### src/rtl/vtm_pkg.sv
package vtm_pkg;

    localparam int CNT_W    = 64;
    localparam int VEC_W    = 8;
    localparam int MASK_POS = 16;
    localparam int ADDR_W   = 2;

    typedef logic [CNT_W-1:0] cnt_t;

    typedef enum logic [ADDR_W-1:0] {
        RA_COUNT = 2'd0,
        RA_MATCH = 2'd1,
        RA_CTRL  = 2'd2,
        RA_SPARE = 2'd3
    } reg_addr_e;

    typedef struct packed {
        logic             masked;
        logic [VEC_W-1:0] vec;
    } ctrl_t;

    typedef struct packed {
        logic      we;
        reg_addr_e addr;
        cnt_t      data;
    } reg_wr_t;

    typedef enum logic [1:0] {
        CMP_IDLE,
        CMP_SPENT,
        CMP_HIT,
        CMP_WAIT
    } cmp_res_e;

    localparam ctrl_t CTRL_RST = '{masked: 1'b1, vec: '0};

    // signed (a - b) > 0
    function automatic logic ahead(input cnt_t a, input cnt_t b);
        cnt_t d;
        d = a - b;
        return !d[CNT_W-1] && (d != '0);
    endfunction

    // signed (a - b) >= 0
    function automatic logic not_behind(input cnt_t a, input cnt_t b);
        cnt_t d;
        d = a - b;
        return !d[CNT_W-1];
    endfunction

    function automatic cnt_t clamp_fwd(input cnt_t cand, input cnt_t floor_v);
        return ahead(cand, floor_v) ? cand : floor_v;
    endfunction

    function automatic ctrl_t word_to_ctrl(input cnt_t w);
        ctrl_t c;
        c.masked = w[MASK_POS];
        c.vec    = w[VEC_W-1:0];
        return c;
    endfunction

    function automatic cnt_t ctrl_to_word(input ctrl_t c);
        cnt_t w;
        w              = '0;
        w[MASK_POS]    = c.masked;
        w[VEC_W-1:0]   = c.vec;
        return w;
    endfunction

endpackage

### src/rtl/vtm_regfile.sv
module vtm_regfile
    import vtm_pkg::*;
(
    input  logic    clk,
    input  logic    rst,
    input  reg_wr_t wr,
    input  cnt_t    host_cnt,
    output cnt_t    offset_q,
    output cnt_t    offset_n,
    output cnt_t    match_q,
    output cnt_t    match_n,
    output ctrl_t   ctrl_q,
    output ctrl_t   ctrl_n,
    output logic    cnt_wr,
    output cnt_t    cnt_wdata
);

    logic match_wr;
    logic ctrl_wr;

    always_comb begin
        cnt_wr    = wr.we && (wr.addr == RA_COUNT);
        match_wr  = wr.we && (wr.addr == RA_MATCH);
        ctrl_wr   = wr.we && (wr.addr == RA_CTRL);
        cnt_wdata = wr.data;
    end

    // Post-write views: the same-cycle evaluation sees these.
    always_comb begin
        offset_n = cnt_wr   ? (wr.data - host_cnt) : offset_q;
        match_n  = match_wr ? wr.data              : match_q;
        ctrl_n   = ctrl_wr  ? word_to_ctrl(wr.data) : ctrl_q;
    end

    always_ff @(posedge clk) begin
        if (rst) begin
            offset_q <= '0;
            match_q  <= '0;
            ctrl_q   <= CTRL_RST;
        end else begin
            offset_q <= offset_n;
            match_q  <= match_n;
            ctrl_q   <= ctrl_n;
        end
    end

    AST_MATCH_WRITE_LANDS: assert property (@(posedge clk) disable iff (rst)
        match_wr |=> (match_q == $past(wr.data)));

endmodule

### src/rtl/vtm_guard.sv
module vtm_guard
    import vtm_pkg::*;
(
    input  logic clk,
    input  logic rst,
    input  cnt_t host_cnt,
    input  cnt_t offset_q,
    input  cnt_t offset_n,
    input  logic cnt_wr,
    input  cnt_t cnt_wdata,
    input  logic eval_en,
    output cnt_t last_q,
    output cnt_t last_n,
    output cnt_t now_n,
    output cnt_t rd_view
);

    cnt_t guest_n;
    cnt_t guest_q;

    always_comb begin
        guest_n = host_cnt + offset_n;
        guest_q = host_cnt + offset_q;
        last_n  = cnt_wr ? cnt_wdata : last_q;
        now_n   = clamp_fwd(guest_n, last_n);
        rd_view = clamp_fwd(guest_q, last_q);
    end

    always_ff @(posedge clk) begin
        if (rst) begin
            last_q <= host_cnt;
        end else begin
            last_q <= eval_en ? now_n : last_n;
        end
    end

    AST_LAST_NO_BACKSTEP: assert property (@(posedge clk) disable iff (rst)
        !cnt_wr |=> not_behind(last_q, $past(last_q)));

    AST_CNT_WRITE_LANDS: assert property (@(posedge clk) disable iff (rst)
        cnt_wr |=> (last_q == $past(cnt_wdata)));

    AST_IDLE_LAST_HELD: assert property (@(posedge clk) disable iff (rst)
        (!eval_en && !cnt_wr) |=> (last_q == $past(last_q)));

endmodule

### src/rtl/vtm_compare.sv
module vtm_compare
    import vtm_pkg::*;
(
    input  logic             clk,
    input  logic             rst,
    input  logic             eval_en,
    input  cnt_t             last_n,
    input  cnt_t             now_n,
    input  cnt_t             match_n,
    input  logic [VEC_W-1:0] vec_n,
    output logic             irq_q,
    output logic [VEC_W-1:0] vec_q
);

    cmp_res_e res;

    always_comb begin
        if (!eval_en)
            res = CMP_IDLE;
        else if (not_behind(last_n, match_n))
            res = CMP_SPENT;
        else if (not_behind(now_n, match_n))
            res = CMP_HIT;
        else
            res = CMP_WAIT;
    end

    always_ff @(posedge clk) begin
        if (rst) begin
            irq_q <= 1'b0;
            vec_q <= '0;
        end else begin
            irq_q <= (res == CMP_HIT);
            vec_q <= vec_n;
        end
    end

    AST_IDLE_NO_REQ: assert property (@(posedge clk) disable iff (rst)
        !eval_en |=> !irq_q);

endmodule

### src/rtl/vtimer_match.sv
module vtimer_match
    import vtm_pkg::*;
(
    input  logic                      clk,
    input  logic                      rst,
    input  logic [vtm_pkg::CNT_W-1:0] host_cnt_i,
    input  logic                      suspend_i,
    input  logic                      reg_we_i,
    input  logic [vtm_pkg::ADDR_W-1:0] reg_addr_i,
    input  logic [vtm_pkg::CNT_W-1:0] reg_wdata_i,
    output logic [vtm_pkg::CNT_W-1:0] reg_rdata_o,
    output logic                      irq_req_o,
    output logic [vtm_pkg::VEC_W-1:0] irq_vec_o
);

    reg_wr_t wr;
    cnt_t    offset_q, offset_n;
    cnt_t    match_q, match_n;
    ctrl_t   ctrl_q, ctrl_n;
    logic    cnt_wr;
    cnt_t    cnt_wdata;
    cnt_t    last_q, last_n, now_n, rd_view;
    logic    eval_en;

    always_comb begin
        wr.we   = reg_we_i;
        wr.addr = reg_addr_e'(reg_addr_i);
        wr.data = reg_wdata_i;
    end

    vtm_regfile u_regs (
        .clk       (clk),
        .rst       (rst),
        .wr        (wr),
        .host_cnt  (host_cnt_i),
        .offset_q  (offset_q),
        .offset_n  (offset_n),
        .match_q   (match_q),
        .match_n   (match_n),
        .ctrl_q    (ctrl_q),
        .ctrl_n    (ctrl_n),
        .cnt_wr    (cnt_wr),
        .cnt_wdata (cnt_wdata)
    );

    assign eval_en = !suspend_i && !ctrl_n.masked;

    vtm_guard u_guard (
        .clk       (clk),
        .rst       (rst),
        .host_cnt  (host_cnt_i),
        .offset_q  (offset_q),
        .offset_n  (offset_n),
        .cnt_wr    (cnt_wr),
        .cnt_wdata (cnt_wdata),
        .eval_en   (eval_en),
        .last_q    (last_q),
        .last_n    (last_n),
        .now_n     (now_n),
        .rd_view   (rd_view)
    );

    vtm_compare u_cmp (
        .clk     (clk),
        .rst     (rst),
        .eval_en (eval_en),
        .last_n  (last_n),
        .now_n   (now_n),
        .match_n (match_n),
        .vec_n   (ctrl_n.vec),
        .irq_q   (irq_req_o),
        .vec_q   (irq_vec_o)
    );

    always_comb begin
        case (wr.addr)
            RA_COUNT: reg_rdata_o = rd_view;
            RA_MATCH: reg_rdata_o = match_q;
            RA_CTRL:  reg_rdata_o = ctrl_to_word(ctrl_q);
            default:  reg_rdata_o = '0;
        endcase
    end

    AST_REQ_REACHED_MATCH: assert property (@(posedge clk) disable iff (rst)
        irq_req_o |-> not_behind(last_q, match_q));

    AST_REQ_VEC_FROM_CTRL: assert property (@(posedge clk) disable iff (rst)
        irq_req_o |-> (irq_vec_o == ctrl_q.vec));

    AST_SUSPEND_QUIET: assert property (@(posedge clk) disable iff (rst)
        suspend_i |=> !irq_req_o);

endmodule

### config.mk
export PLATFORM = sky130hd
export DESIGN_NAME = vtimer_match
export DESIGN_NICKNAME = d
export VERILOG_FILES = /design/src/rtl/vtm_pkg.sv /design/src/rtl/vtm_regfile.sv /design/src/rtl/vtm_guard.sv /design/src/rtl/vtm_compare.sv /design/src/rtl/vtimer_match.sv
export SDC_FILE = /design/constraint.sdc
export NUM_CORES = 2
export LEC_CHECK = 0
export ABC_AREA = 0
export ABC_CLOCK_PERIOD_IN_PS = 11600
export BUFFER_PORTS_ARGS = -buffer_cell sky130_fd_sc_hd__clkbuf_2
export CAP_MARGIN = 30
export CORE_MARGIN = 2
export CORE_UTILIZATION = 45
export CTS_BUF_LIST = sky130_fd_sc_hd__clkbuf_2
export DETAILED_ROUTE_END_ITERATION = 6
export PLACE_DENSITY = 0.66
export SYNTH_ARGS = -nofsm -noshare
export SYNTH_HDL_FRONTEND = slang
export SYNTH_HIERARCHICAL = 1
export SYNTH_SLANG_ARGS = --single-unit
### constraint.sdc
create_clock -name clk -period 11.6 [get_ports clk]
set_input_delay 0 -clock clk [delete_from_list [all_inputs] [get_ports clk]]
set_output_delay 0 -clock clk [all_outputs]
set_load 0.05 [all_outputs]
---- Word level (Yosys, flattened, before mapping) ----
Index checks and enable logic that the tools add are counted.
word-level totals
  register bits ........................... 202
  input port bits ......................... 134
  output and inout bits ................... 73
operators by class
  $add $sub $neg .......................... 7
  equal/unequal tests ..................... 3
  muxes and demuxes ....................... 12
  reductions and logical operators ........ 13
operator list
  kind                                                 number
  two-way mux 64 bit                                   7
  subtractor 64 bit                                    5
  case mux 64 bit (3 select lines)                     1
  adder 64 bit                                         2
  nonzero test 64 bit                                  2
  two-way mux 9 bit                                    1
  logical AND 1 bit                                    6
  equality test 2 bit, second input constant           2
  logical NOT 1 bit                                    4
  two-way mux 2 bit                                    2
  equality test 2 x 1 -> 1 bit, second input constant  1
  logical NOT 2 bit                                    1
  two-way mux 1 bit                                    1

---- Depth between registers and ports, before layout ----
  depth in word-level cells ............... 13
  depth in mapped cells ................... 51
  depth with buffers taken out ............ 47

---- Hierarchy ----
The synthesis kept the hierarchy.
by module, submodules not included
  module        instances  cells each  area an instance (um^2)  seq. area each (um^2)
  vtm_guard     1          3,260       21,249.1                 1,281.2
  vtm_regfile   1          1,305       10,148.5                 2,742.6
  vtm_compare   1          410         3,179.3                  180.2
  vtimer_match  1          145         1,077.3                  0.0

---- Worst setup path before layout ----
Ideal clock, no wire load.
  path type ............................... input-to-reg
  from .................................... input reg_wdata_i[0] (netlist name)
  to ...................................... register u_cmp.irq_q
  library setup time ...................... 0.072 ns
  arrival time ............................ 9.605 ns
  data required time ...................... 11.528 ns
  path slack .............................. 1.923 ns
  stages .................................. 48
  buffers on the path ..................... 3
  cell sequence ........................... inv_1 -> ha_1 -> fa_1 -> and2b_1 -> o2111ai_1 -> a21oi_1 -> o2111ai_1 -> a2111oi_2 -> nor3_1 -> xor2_1 -> o21ai_0 -> ha_1 -> a21oi_1 -> nor2b_1 -> o21ai_0 -> nand2b_1 -> a2111oi_0 -> o311ai_0 -> [... 12 more ...] -> o2111ai_1 -> nor4_1 -> and4_1 -> nand4_1 -> o41ai_4 -> buf_4 -> buf_2 -> nor2_1 -> a21oi_1 -> ha_1 -> a21o_1 -> a21o_1 -> a221oi_1 -> o211ai_1 -> a2111oi_0 -> nor2_1 -> xor2_1 -> mux2i_1
between the ends
  word-level cells in the longest chain between the ends .. 12
  elaborated cells between the ends (all ways) .. 16
ends and longest elaborated chain
  item                                                      RTL line            source
  start: declaration                                        vtimer_match.sv:10  input logic [vtm_pkg::CNT_W-1:0] reg_wdata_i,
  subtractor 64 bit *                                       vtm_regfile.sv:30   offset_n = cnt_wr ? (wr.data - host_cnt) : offset_q;
  two-way mux 64 bit *                                      vtm_regfile.sv:30
  via offset_n[32]                                          vtimer_match.sv:17  cnt_t offset_q, offset_n;
  adder 64 bit *                                            vtm_guard.sv:22     guest_n = host_cnt + offset_n;
  subtractor 64 bit                                         vtm_pkg.sv:40       d = a - b;
  nonzero test 64 bit or logical NOT 1 bit (tied branches)  vtm_pkg.sv:41       return !d[CNT_W-1] && (d != '0);
  logical AND 1 bit                                         vtm_pkg.sv:41
  two-way mux 64 bit *                                      vtm_pkg.sv:52       return ahead(cand, floor_v) ? cand : floor_v;
  via now_n[44]                                             vtimer_match.sv:22  cnt_t last_q, last_n, now_n, rd_view;
  subtractor 64 bit *                                       vtm_pkg.sv:47       d = a - b;
  two-way mux 1 bit *                                       vtm_compare.sv:22   else if (not_behind(now_n, match_n))
  two-way mux 2 bit *                                       vtm_compare.sv:20   else if (not_behind(last_n, match_n))
  two-way mux 2 bit *                                       vtm_compare.sv:18   if (!eval_en)
  equality test 2 bit *                                     vtm_compare.sv:33   irq_q <= (res == CMP_HIT);
  end signal: assignment                                    vtm_compare.sv:33
  end: declaration                                          vtm_compare.sv:11   output logic irq_q,
Mark *: on every way through the listed nets, which the timed path passes. The rest lies on a longest branch.
A chain may end at the register's enable or synchronous reset.

---- Worst setup path in the final report ----
  from .................................... register u_regs.offset_q[6]
  to ...................................... output reg_rdata_o[16] (netlist name)
between the ends
  word-level cells in the longest chain between the ends .. 6
  elaborated cells between the ends (all ways) .. 7
ends and longest elaborated chain
  item                                                      RTL line            source
  start: declaration                                        vtm_regfile.sv:8    output cnt_t offset_q,
  start signal: assignment                                  vtm_regfile.sv:41   offset_q <= offset_n;
  adder 64 bit *                                            vtm_guard.sv:23     guest_q = host_cnt + offset_q;
  subtractor 64 bit                                         vtm_pkg.sv:40
  nonzero test 64 bit or logical NOT 1 bit (tied branches)  vtm_pkg.sv:41
  logical AND 1 bit                                         vtm_pkg.sv:41
  two-way mux 64 bit *                                      vtm_pkg.sv:52
  via rd_view[16]                                           vtimer_match.sv:22
  case mux 64 bit (3 select lines) *                        vtimer_match.sv:76  case (wr.addr)
  end: declaration                                          vtimer_match.sv:11  output logic [vtm_pkg::CNT_W-1:0] reg_rdata_o,
Marks and branches as above.

==> qor.yml <==
seqCellArea_um2: 4200
cp_max_fo: 31
synth_ff_type: "dfxtp_1"
wl_per_cell_um: 26.9
worst_clock_skew_ns: 0.101
wirelength_um: 180000
clk_latency_ns: 1.13
synth_top_area_share_pct: 15.4
tightestPinTransition_ns: 1.10
max-cap-violations: 0
syn_area_per_cell_um2: 6.96
final_nets: 6152
max-vdd-ir-drop_v: 0.000123
crit_path_end: "reg_rdata_o[16]"
cts_buffers: 66
critPathMaxStageDelay_ns: 0.60
netlist_area_um2: 35700
placementRows: 103
vias: 43900
start_util_pct: 45.3
post-synth-top-count-cell: "a21oi_1"
synth_edf_count: 0
r2r_slack_ns: 0.94
cp_slowest_cell: "or4_1"
period_share_pct: 99.8
nFillCells: 7853
synth_nets: 5698
async_reset_ff_share_pct: 0
vias_per_cell: 6.58
rr_endpoint: "u_cmp/irq_q$_SDFF_PP0_"
worstSetupStartpoint: "u_regs/offset_q[6]$_SDFF_PP0_"
placed_cells: 6192
fin_ws_ns: 0.0284
holdWs_ns: 0.0566
critPathCaptureType: "output port"
drc: 0
port_buffers: 206
detailed_place.area_um2: 37500
crit_type: "flip-flop to output port"
p_leak_nw: 19.0
setup_viol: 0
gp_congestion: 1.10
synth_seq_area_share_pct: 11.8
fin_crit_ns: 11.57
total_power_mw: 7.24
yosysWarnings: 6
power.density_nw_per_um2: 173
maxSlewViolCount: 0
place_ws_ns: -0.331
cpMostUsedCell: "nor2_1"
path_depth: 32
grt_first_pass_wirelength_um: 258000
final_cells: 6678
drtIter0Drc: 6869
fin_area_um2: 42000
status: "finished clean"
clk_path_buf_depth: 3
r2r-start: "u_regs/offset_q[1]$_SDFF_PP0_"
synthTopCellsByCount: "557 x a21oi_1, 503 x nand2_1, 439 x ha_1, 417 x nor2_1, 351 x o21ai_0"
multi_input_area_um2: 28900
critPathArrivalTime_ns: 11.57
globalRouteTotalUtil_pct: 41.7
synth_top_area_cell: "ha_1"
die_w_um: 285
synth.distinct_cells: 106
die_area_um2: 81500
grt_pass1_vias: 39600
h-tree-depth: 3
hold_class: "input port to flip-flop"
ys_top_cells_by_area: "ha_1 15%, dfxtp_1 12%, a21oi_1 7.8%, nand2_1 5.3%, o21ai_0 4.9%"
core-area_um2: 78700
start_kind: "flip-flop"
clkTransAtPathRegs_ns: 0.12
dieHeight_um: 285
post-dp-hpwl_um: 139000
cts_tree: "done"
required_ns: 11.60
slew_headroom_pct: 25.7
drive_above_1_share_pct: 12.1
grt_max_degree: 94
grt-ovfl-total: 0
drtPass1Iterations: 7
clock.fmax_ghz: 0.0864
cts.sinks: 210
syn_to_final_growth_pct: 17.7
ioPinCount: 207
hold_viol: 0
final_antenna_net_count: 0
synth-seq-cells: 210
antenna_found_initial: 6
syn_inst: 5120
cts_root_buf: "clkbuf_2"
worstRegToRegCells: 39
cp_num_buf_inv: 3
cp_top_family: "simple AND/OR/NAND/NOR gates"
## logic make-up after synthesis
kind of cell / Yosys count / synth area share (%)
DFF: 210 / 11.8
xor gates and xnor gates: 225 / 5.53
muxes: 236 / 7.12
AOI/OAI and AO/OA: 1652 / 29.1
buffers and inverters: 653 / 7.92
and+or+nand+nor: 1700 / 22.9
adders and majority gates: 444 / 15.7
## report_power, final
group          switching, mW  internal (mW)  leakage (nW)  total, mW
clock                  0.411          0.198         0.407      0.609
combinational           3.74           2.08          16.9       5.82
sequential            0.0348          0.774          1.73      0.809
## worst reg2reg max path: cells and delay by family, from the launching register on
kind	cells	cell delay (ns)
AO/OA/AOI/OAI	18	5.17
AND/OR/NAND/NOR	11	2.33
adder cells (fa/ha/maj)	3	0.95
buffers and inverters	4	0.91
XOR/XNOR	2	0.54
flip-flops	1	0.43
multiplexers	1	0.21
## timing repair
action,CTS,global route
hold buffers,356,0
endpoints found under the hold margin,210,0
buffers inserted,0,6
gates resized for setup,0,47
setup endpoints to repair,0,63
## state kept, by name, indices dropped and copies added (netlist names)
| register | flops |
|---|---|
| u_cmp/irq_q | 1 |
| u_cmp/vec_q | 8 |
| u_guard/last_q | 64 |
| u_regs/ctrl_q | 9 |
| u_regs/match_q | 64 |
| u_regs/offset_q | 64 |
## worst min path at each step
stage                               start                       endpoint  slack [ns]  depth (start not counted)
after floorplan                       rst      u_cmp/vec_q[0]$_SDFF_PP0_        0.07                          1
after global placement      host_cnt_i[5]      u_guard/last_q[5]$_DFF_P_        0.32                          3
after detailed placement    host_cnt_i[9]      u_guard/last_q[9]$_DFF_P_        0.32                          3
after CTS                 reg_wdata_i[56]  u_regs/match_q[56]$_SDFF_PP0_      0.0003                          4
after global routing      reg_wdata_i[40]  u_regs/match_q[40]$_SDFF_PP0_        0.01                          4
final                      reg_wdata_i[8]  u_regs/offset_q[8]$_SDFF_PP0_        0.06                          7
## layout by cell type, fill, tap and decap left out, types with 89 or more instances in the layout
master	count
a21o_1	158
a21oi_1	552
a31oi_1	89
buf_4	130
clkbuf_2	286
dfxtp_1	210
dlygate4sd3_1	355
ha_1	437
inv_1	335
mux2_2	141
mux2i_1	95
nand2_1	502
nand3_1	154
nand4_1	114
nor2_1	415
nor2b_1	146
nor3_1	116
o21ai_0	345
xnor2_1	140
## metal layers
layer | up-vias | global-route usage (%) | routed length, um
met4 | 16 | 15.3 | 7830
li1 | 19500 | - | -
met2 | 3142 | 56.7 | 68900
met3 | 520 | 14.3 | 27200
met1 | 20700 | 59.8 | 75700
met5 | - | 0 | 146
## cell type report
class / count / share of cell area, %
repair buffers: 701 / 13.7
inverters: 338 / 3.03
well taps: 1050 / 3.13
clock inverters: 29 / 0.322
multi-input cells: 4257 / 68.8
flip-flops and latches: 210 / 10.0
clock buffers: 81 / 0.966
diodes: 12 / 0.0716
## per-stage QoR
step	util [%]	TNS, ns
after floorplan	-	0
after global placement	47.6	-0.755
after detailed placement	47.6	-0.331
after CTS	52.9	0
after global routing	53.3	-0.114
final	53.3	0
Note: power is estimated with default switching activity, not from simulation.
